## config.mk

```make
export PLATFORM = sky130hd
export DESIGN_NAME = doorbell_mbox
export DESIGN_NICKNAME = d
export VERILOG_FILES = /design/src/rtl/doorbell_pkg.sv /design/src/rtl/doorbell_chan.sv /design/src/rtl/doorbell_access.sv /design/src/rtl/doorbell_mbox.sv
export SDC_FILE = /design/constraint.sdc
export NUM_CORES = 1
export LEC_CHECK = 0
export CAP_MARGIN = 20
export CORE_MARGIN = 1
export CORE_UTILIZATION = 45
export DETAILED_ROUTE_END_ITERATION = 7
export HOLD_SLACK_MARGIN = 0.02
export PLACE_DENSITY = 0.65
export SETUP_SLACK_MARGIN = 0.05
export SYNTH_ARGS = -nofsm -noshare
export SYNTH_HDL_FRONTEND = slang
export SYNTH_SLANG_ARGS = --single-unit
```

## constraint.sdc

```tcl
create_clock -name clk -period 2.1 [get_ports clk]
set_input_delay 0.21 -clock clk [delete_from_list [all_inputs] [get_ports clk]]
set_output_delay 0.21 -clock clk [all_outputs]
set_load 0.02 [all_outputs]
```

## src/rtl/doorbell_pkg.sv

```systemverilog
package doorbell_pkg;
  localparam int unsigned DATA_W   = 32;
  localparam int unsigned ADDR_W   = 12;
  localparam int unsigned WIN_SH   = 5;   // 32-byte windows
  localparam int unsigned IDX_W    = ADDR_W - WIN_SH;
  localparam logic [ADDR_W-1:0] FRAME_BASE = 12'hF80;

  // word offsets inside a window (byte offset / 4)
  localparam logic [2:0] W_STAT    = 3'd0;
  localparam logic [2:0] W_MSTAT   = 3'd1;
  localparam logic [2:0] W_CLR     = 3'd2;
  localparam logic [2:0] W_SET     = 3'd3;
  localparam logic [2:0] W_MASK    = 3'd4;
  localparam logic [2:0] W_MSET    = 3'd5;
  localparam logic [2:0] W_MCLR    = 3'd6;

  // frame-level byte offsets
  localparam logic [ADDR_W-1:0] A_CFG   = 12'hF80;
  localparam logic [ADDR_W-1:0] A_AREQ  = 12'hF88;
  localparam logic [ADDR_W-1:0] A_ARDY  = 12'hF8C;
  localparam logic [ADDR_W-1:0] A_REVID = 12'hFCC;

  function automatic logic [DATA_W-1:0] rev_word(input logic [3:0] minor);
    return {{(DATA_W-8){1'b0}}, 4'h1, minor};
  endfunction
endpackage

```

## src/rtl/doorbell_chan.sv

```systemverilog
module doorbell_chan
  import doorbell_pkg::*;
(
  input  logic              clk,
  input  logic              rst_n,
  input  logic              set_en,
  input  logic [DATA_W-1:0] set_bits,
  input  logic              clr_en,
  input  logic [DATA_W-1:0] clr_bits,
  input  logic              mset_en,
  input  logic [DATA_W-1:0] mset_bits,
  input  logic              mclr_en,
  input  logic [DATA_W-1:0] mclr_bits,
  output logic [DATA_W-1:0] flags,
  output logic [DATA_W-1:0] mask
);
  logic [DATA_W-1:0] flags_d, mask_d;
  logic [DATA_W-1:0] clr_v, set_v, mclr_v, mset_v;

  always_comb begin
    clr_v   = clr_en  ? clr_bits  : '0;
    set_v   = set_en  ? set_bits  : '0;
    mclr_v  = mclr_en ? mclr_bits : '0;
    mset_v  = mset_en ? mset_bits : '0;
    flags_d = (flags & ~clr_v) | set_v;   // set has priority
    mask_d  = (mask & ~mclr_v) | mset_v;
  end

  always_ff @(posedge clk or negedge rst_n) begin
    if (!rst_n) begin
      flags <= '0;
      mask  <= '1;
    end else begin
      if (set_en || clr_en)   flags <= flags_d;
      if (mset_en || mclr_en) mask  <= mask_d;
    end
  end

  AST_SET_LANDS: assert property (@(posedge clk) disable iff (!rst_n)
    set_en |=> ((flags & $past(set_bits)) == $past(set_bits)));
  AST_CLEAR_EMPTIES: assert property (@(posedge clk) disable iff (!rst_n)
    (clr_en && !set_en) |=> ((flags & $past(clr_bits)) == '0));
  AST_FLAGS_HOLD: assert property (@(posedge clk) disable iff (!rst_n)
    (!set_en && !clr_en) |=> $stable(flags));
  AST_MASK_HOLD: assert property (@(posedge clk) disable iff (!rst_n)
    (!mset_en && !mclr_en) |=> $stable(mask));
endmodule

```

## src/rtl/doorbell_access.sv

```systemverilog
module doorbell_access (
  input  logic clk,
  input  logic rst_n,
  input  logic wr_en,
  input  logic wr_bit,
  output logic req,
  output logic ready
);
  logic       req_d;
  logic [1:0] stg, stg_d;

  always_comb begin
    req_d = wr_en ? wr_bit : req;
    stg_d = {stg[0] & req, req};
  end

  always_ff @(posedge clk or negedge rst_n) begin
    if (!rst_n) begin
      req <= 1'b0;
      stg <= 2'b00;
    end else begin
      req <= req_d;
      stg <= stg_d;
    end
  end

  assign ready = stg[1] & req;

  AST_READY_NEEDS_REQ: assert property (@(posedge clk) disable iff (!rst_n)
    ready |-> req);
  AST_READY_DELAYED: assert property (@(posedge clk) disable iff (!rst_n)
    $rose(ready) |-> ($past(req, 1) && $past(req, 2)));
endmodule

```

## src/rtl/doorbell_mbox.sv

```systemverilog
module doorbell_mbox
  import doorbell_pkg::*;
#(
  parameter int unsigned NCH   = 4,
  parameter logic [3:0]  MINOR = 4'h0
) (
  input  logic              clk,
  input  logic              rst_n,
  input  logic              s_we,
  input  logic [11:0]       s_addr,
  input  logic [31:0]       s_wdata,
  output logic [31:0]       s_rdata,
  input  logic              r_we,
  input  logic [11:0]       r_addr,
  input  logic [31:0]       r_wdata,
  output logic [31:0]       r_rdata,
  output logic              rx_irq
);
  logic [NCH-1:0][DATA_W-1:0] flags_all, mask_all;
  logic [NCH-1:0]             pend;
  logic                       acc_req, acc_rdy;
  logic                       irq_d;

  logic             s_win, r_win;
  logic [IDX_W-1:0] s_idx, r_idx;
  logic [2:0]       s_off, r_off;

  assign s_win = s_addr < FRAME_BASE;
  assign r_win = r_addr < FRAME_BASE;
  assign s_idx = s_addr[ADDR_W-1:WIN_SH];
  assign r_idx = r_addr[ADDR_W-1:WIN_SH];
  assign s_off = s_addr[4:2];
  assign r_off = r_addr[4:2];

  doorbell_access u_access (
    .clk    (clk),
    .rst_n  (rst_n),
    .wr_en  (s_we && (s_addr == A_AREQ)),
    .wr_bit (s_wdata[0]),
    .req    (acc_req),
    .ready  (acc_rdy)
  );

  for (genvar i = 0; i < NCH; i++) begin : g_ch
    logic s_hit, r_hit;
    assign s_hit = s_we && s_win && (s_idx == IDX_W'(i));
    assign r_hit = r_we && r_win && (r_idx == IDX_W'(i));

    doorbell_chan u_chan (
      .clk       (clk),
      .rst_n     (rst_n),
      .set_en    (s_hit && (s_off == W_SET) && acc_rdy),
      .set_bits  (s_wdata),
      .clr_en    (r_hit && (r_off == W_CLR)),
      .clr_bits  (r_wdata),
      .mset_en   (r_hit && (r_off == W_MSET)),
      .mset_bits (r_wdata),
      .mclr_en   (r_hit && (r_off == W_MCLR)),
      .mclr_bits (r_wdata),
      .flags     (flags_all[i]),
      .mask      (mask_all[i])
    );
    assign pend[i] = |(flags_all[i] & ~mask_all[i]);
  end

  // sender read mux
  always_comb begin
    s_rdata = '0;
    if (s_win) begin
      for (int i = 0; i < NCH; i++)
        if (s_idx == IDX_W'(i) && s_off == W_STAT) s_rdata = flags_all[i];
    end else begin
      case (s_addr)
        A_CFG:   s_rdata = DATA_W'(NCH);
        A_AREQ:  s_rdata = {{(DATA_W-1){1'b0}}, acc_req};
        A_ARDY:  s_rdata = {{(DATA_W-1){1'b0}}, acc_rdy};
        A_REVID: s_rdata = rev_word(MINOR);
        default: s_rdata = '0;
      endcase
    end
  end

  // receiver read mux
  always_comb begin
    r_rdata = '0;
    if (r_win) begin
      for (int i = 0; i < NCH; i++) begin
        if (r_idx == IDX_W'(i)) begin
          case (r_off)
            W_STAT:  r_rdata = flags_all[i];
            W_MSTAT: r_rdata = flags_all[i] & ~mask_all[i];
            W_MASK:  r_rdata = mask_all[i];
            default: r_rdata = '0;
          endcase
        end
      end
    end else begin
      case (r_addr)
        A_CFG:   r_rdata = DATA_W'(NCH);
        A_REVID: r_rdata = rev_word(MINOR);
        default: r_rdata = '0;
      endcase
    end
  end

  assign irq_d = |pend;

  always_ff @(posedge clk or negedge rst_n) begin
    if (!rst_n) rx_irq <= 1'b0;
    else        rx_irq <= irq_d;
  end

  AST_IRQ_RISE: assert property (@(posedge clk) disable iff (!rst_n)
    (|pend) |=> rx_irq);
  AST_IRQ_FALL: assert property (@(posedge clk) disable iff (!rst_n)
    !(|pend) |=> !rx_irq);
  AST_NO_SET_UNREADY: assert property (@(posedge clk) disable iff (!rst_n)
    (!acc_rdy && !r_we) |=> $stable(flags_all));
endmodule

```

==> metrics.csv <==
stage,metric,value,unit
run_status,status,finished with violations,
run_status,failing checks,setup timing,
timing,TNS Setup,-1010,ps
global_route,pin count of the biggest net entering global routing,62,
synthesis,post-synthesis sequential area ratio,42.4,%
clocking,Clock transition at path regs,60,ps
floorplanning,DIE AREA,35700,sq um
setup_path,CP Class,reg2out,
finish,P&R area growth vs syn,43.3,%
setup_path,WP data arrival,2080,ps
finish,share of post-route cells with drive strength above 1,40.0,%
synthesis,number of flops mapped to enable cells by yosys,0,
synthesis,asr flop ratio synth,100,%
clocking,Clock Latency Late Sink,570,ps
timing,worst slew pin tran,872,ps
finish,Reg area,6670,sq um
placed_design,DP HPWL,46600,um
floorplanning,row count,68,
finish,Filler Cells Inserted,2741,
clocking,root buf cell,clkbuf_16,
synthesis,Synth Instances,1694,
synthesis,post-synthesis adder-cell area fraction,0,%
synthesis,Yosys warning count,0,
global_route,first-pass GRT wire length,102000,um
global_route,vias in the first global route,16000,
floorplanning,Initial Util,45.6,%
placed_design,GPL Wtd Cong,1.02,
finish,Multi-input gate area,8880,sq um
power,P_leak,8.78,nW
synthesis,Synth Area in Compound Gates,30.9,%
placed_design,port bufs,156,
synthesis,largest family of logic cells by synthesized area,compound AO/OA/AOI/OAI gates,
route,DR vias,17000,
setup_path,crit end category,output port,
setup_path,CP Launch Type,flop,
global_route,total gr overflow,0,
timing,Setup Skew,11.3,ps
floorplanning,I/O pin cnt,157,
synthesis,Cell variety after synth,48,
route,routed wire length,69500,um
floorplanning,DIE WIDTH,189,um
synthesis,"Net Count, Synth",1786,
setup_path,Worst Path Max Fanout,3,
timing,Final Hold Fails,0,
synthesis,post-synthesis register bit count,260,
power,Cell Pwr Density,544,nW/um^2
clocking,CTS Buf Count,31,
clocking,CTS tree,done,
synthesis,xor/xnor share of the synthesized area,0,%
timing,final setup fails,18,
clocking,CTS sink count,260,
route,Routed Antenna Nets,0,
global_route,initial antenna violation count,1,
worst_hold_path,class of the worst hold path,in2reg,
timing,fmax,0.437,GHz
finish,ANT cells,0,
floorplanning,Die Y,189,um
route,DRC violations left,0,
setup_path,CP Data Required Time,1890,ps
timing,unrepaired setup endpoints after global routing,true,
timing,PnR worst setup slack,-189,ps
flow_run,maxcap violations,0,
synthesis,synthesized area per cell,9.27,sq um
synthesis,multiplexer share of the synthesized area,5.04,%
route,DR iter-0 viols,2093,
clocking,# H-tree levels,1,
timing,crit share post-route,109,%
timing,worst rel slew slack,41.5,%
route,vias per inst,6.72,
power,Worst IR Drop VDD,623,uV
synthesis,mapped cell area,15700,sq um
clocking,CTS max path bufs,3,
finish,post-route cell area,22500,sq um
global_route,GRT Overall Usage,38.3,%
setup_path,"setup slack, reg-to-reg",-10,ps
placed_design,DP Area,19600,sq um
synthesis,Synth Flop Type,dfrtp_1,
synthesis,Simple-Gate Fraction of Synth Area,14.8,%
route,drt wl/cell,27.4,um
timing,Final Slew Violations,0,
timing,min cycle time layout,2290,ps
route,DRT Pass-1 Iters,6,
floorplanning,Core ar.,34500,sq um
finish,Post-layout nets,2145,
[final cells by class]
type,count,share of cell area [%]
Clock buffer,45,3.99
Multi-Input combinational cell,1168,39.4
Inverter,92,1.54
Tap cell,455,2.53
Timing Repair Buffer,500,22.1
Clock inverter,12,0.728
Sequential cell,260,29.6
[layout by cell type (no fill, tap or decap), drive strengths merged, types with 10 or more instances in the layout]
| cell | count |
|---|---|
| clkdlybuf4s50 | 75 |
| nand2 | 194 |
| o21ai | 99 |
| o2111ai | 15 |
| o22ai | 35 |
| a2111oi | 21 |
| clkbuf | 46 |
| mux4 | 32 |
| dfstp | 128 |
| buf | 417 |
| nand3 | 100 |
| a211oi | 19 |
| nor3 | 13 |
| o22a | 27 |
| nor2 | 64 |
| and3 | 31 |
| nor2b | 13 |
| a221o | 13 |
| nor4 | 10 |
| dfrtp | 132 |
| a22o | 256 |
| o211ai | 49 |
| nand2b | 38 |
| a21oi | 66 |
| inv | 92 |
| a22oi | 37 |
[path summary, 6_finish.rpt]
path	start	to	cells after the start
setup / recovery	g_ch[3].u_chan.mask[2]	r_rdata[2]	6
hold / removal	s_addr[7]	u_access.req	4
setup reg to reg	g_ch[3].u_chan.mask[20]	rx_irq	7
hold reg to reg	u_access.req	u_access.stg[0]	0
max in group asynchronous	rst_n	g_ch[0].u_chan.mask[5]	3
min in group asynchronous	rst_n	g_ch[3].u_chan.flags[7]	2
[synthesized netlist by cell type (all sizes together) (15+ instances only)]
master   number  area share (%)
a2111oi      21             1.2
a211oi       19            0.91
a21oi        66             2.1
a22o        256              14
a22oi        37             1.8
and3         31             1.2
buf          42             1.5
clkbuf      132             3.2
dfrtp       132              21
dfstp       128              21
inv          92             2.2
mux4         32             4.6
nand2       194             4.6
nand2b       38             1.5
nand3       100             3.2
nor2         64             1.5
o2111ai      15            0.84
o211ai       49             2.3
o21ai        99             3.2
o22a         27             1.5
o22ai        35             1.4
[layer usage]
| layer | vias up | part of all wire, % | wire length, um | GRT usage, % |
|---|---|---|---|---|
| met5 | - | 0.017 | 12 | 0 |
| met4 | 2 | 6.6 | 4590 | 21.4 |
| met3 | 273 | 11 | 7500 | 7.26 |
| met2 | 1200 | 43 | 30200 | 57.2 |
| met1 | 8412 | 39 | 27200 | 52.3 |
| li1 | 7118 | - | - | - |
[timing repair]
item,4_1_cts,5_1_grt
setup buffers,45,47
hold endpoints to repair,61,0
gates cloned,6,0
hold buffers,1,0
pin swaps,89,92
resized for setup,586,132
setup endpoints to repair,193,113
[power breakdown]
| group | internal, W | switching [W] |
|---|---|---|
| clock network | 0.00343 | 0.00226 |
| logic | 0.000601 | 0.000838 |
| registers | 0.00509 | 0.0000383 |
[cell families (layout without fill, tap and decap cells)]
kind of cell,count (synthesis),count (layout)
compound gates,647,647
flops,260,260
simple gates,482,482
buf+inv,266,649
mux,39,39
[flip-flops by register name (all words and copies together) (netlist names)]
register	cells
u_access.req	1
g_ch.u_chan.flags	128
g_ch.u_chan.mask	128
rx_irq	1
u_access.stg	2
[worst max-delay path, cell delays in order, from the launching register on]
cell and delay, ps:
dfstp_2 560, mux2i_1 180, o211ai_1 120, a311oi_1 240, o31ai_1 110, o41ai_1 80
buf_2 230
[stage by stage]
stage | hold slack [ps] | instances | total power (W) | setup slack (ps) | utilization, %
floorplan | -85.6 | 1694 | 0.00570 | 50.4 | -
global placement | 199 | 2382 | 0.00646 | -847 | 56.9
detailed placement | 192 | 2382 | 0.00648 | -856 | 56.9
CTS | 192 | 2490 | 0.0122 | -205 | 63.5
global route | 138 | 2532 | 0.0125 | -362 | 65.3
finish | 106 | 2532 | 0.0123 | -189 | 65.3
Power figures use the tool's default switching activity.
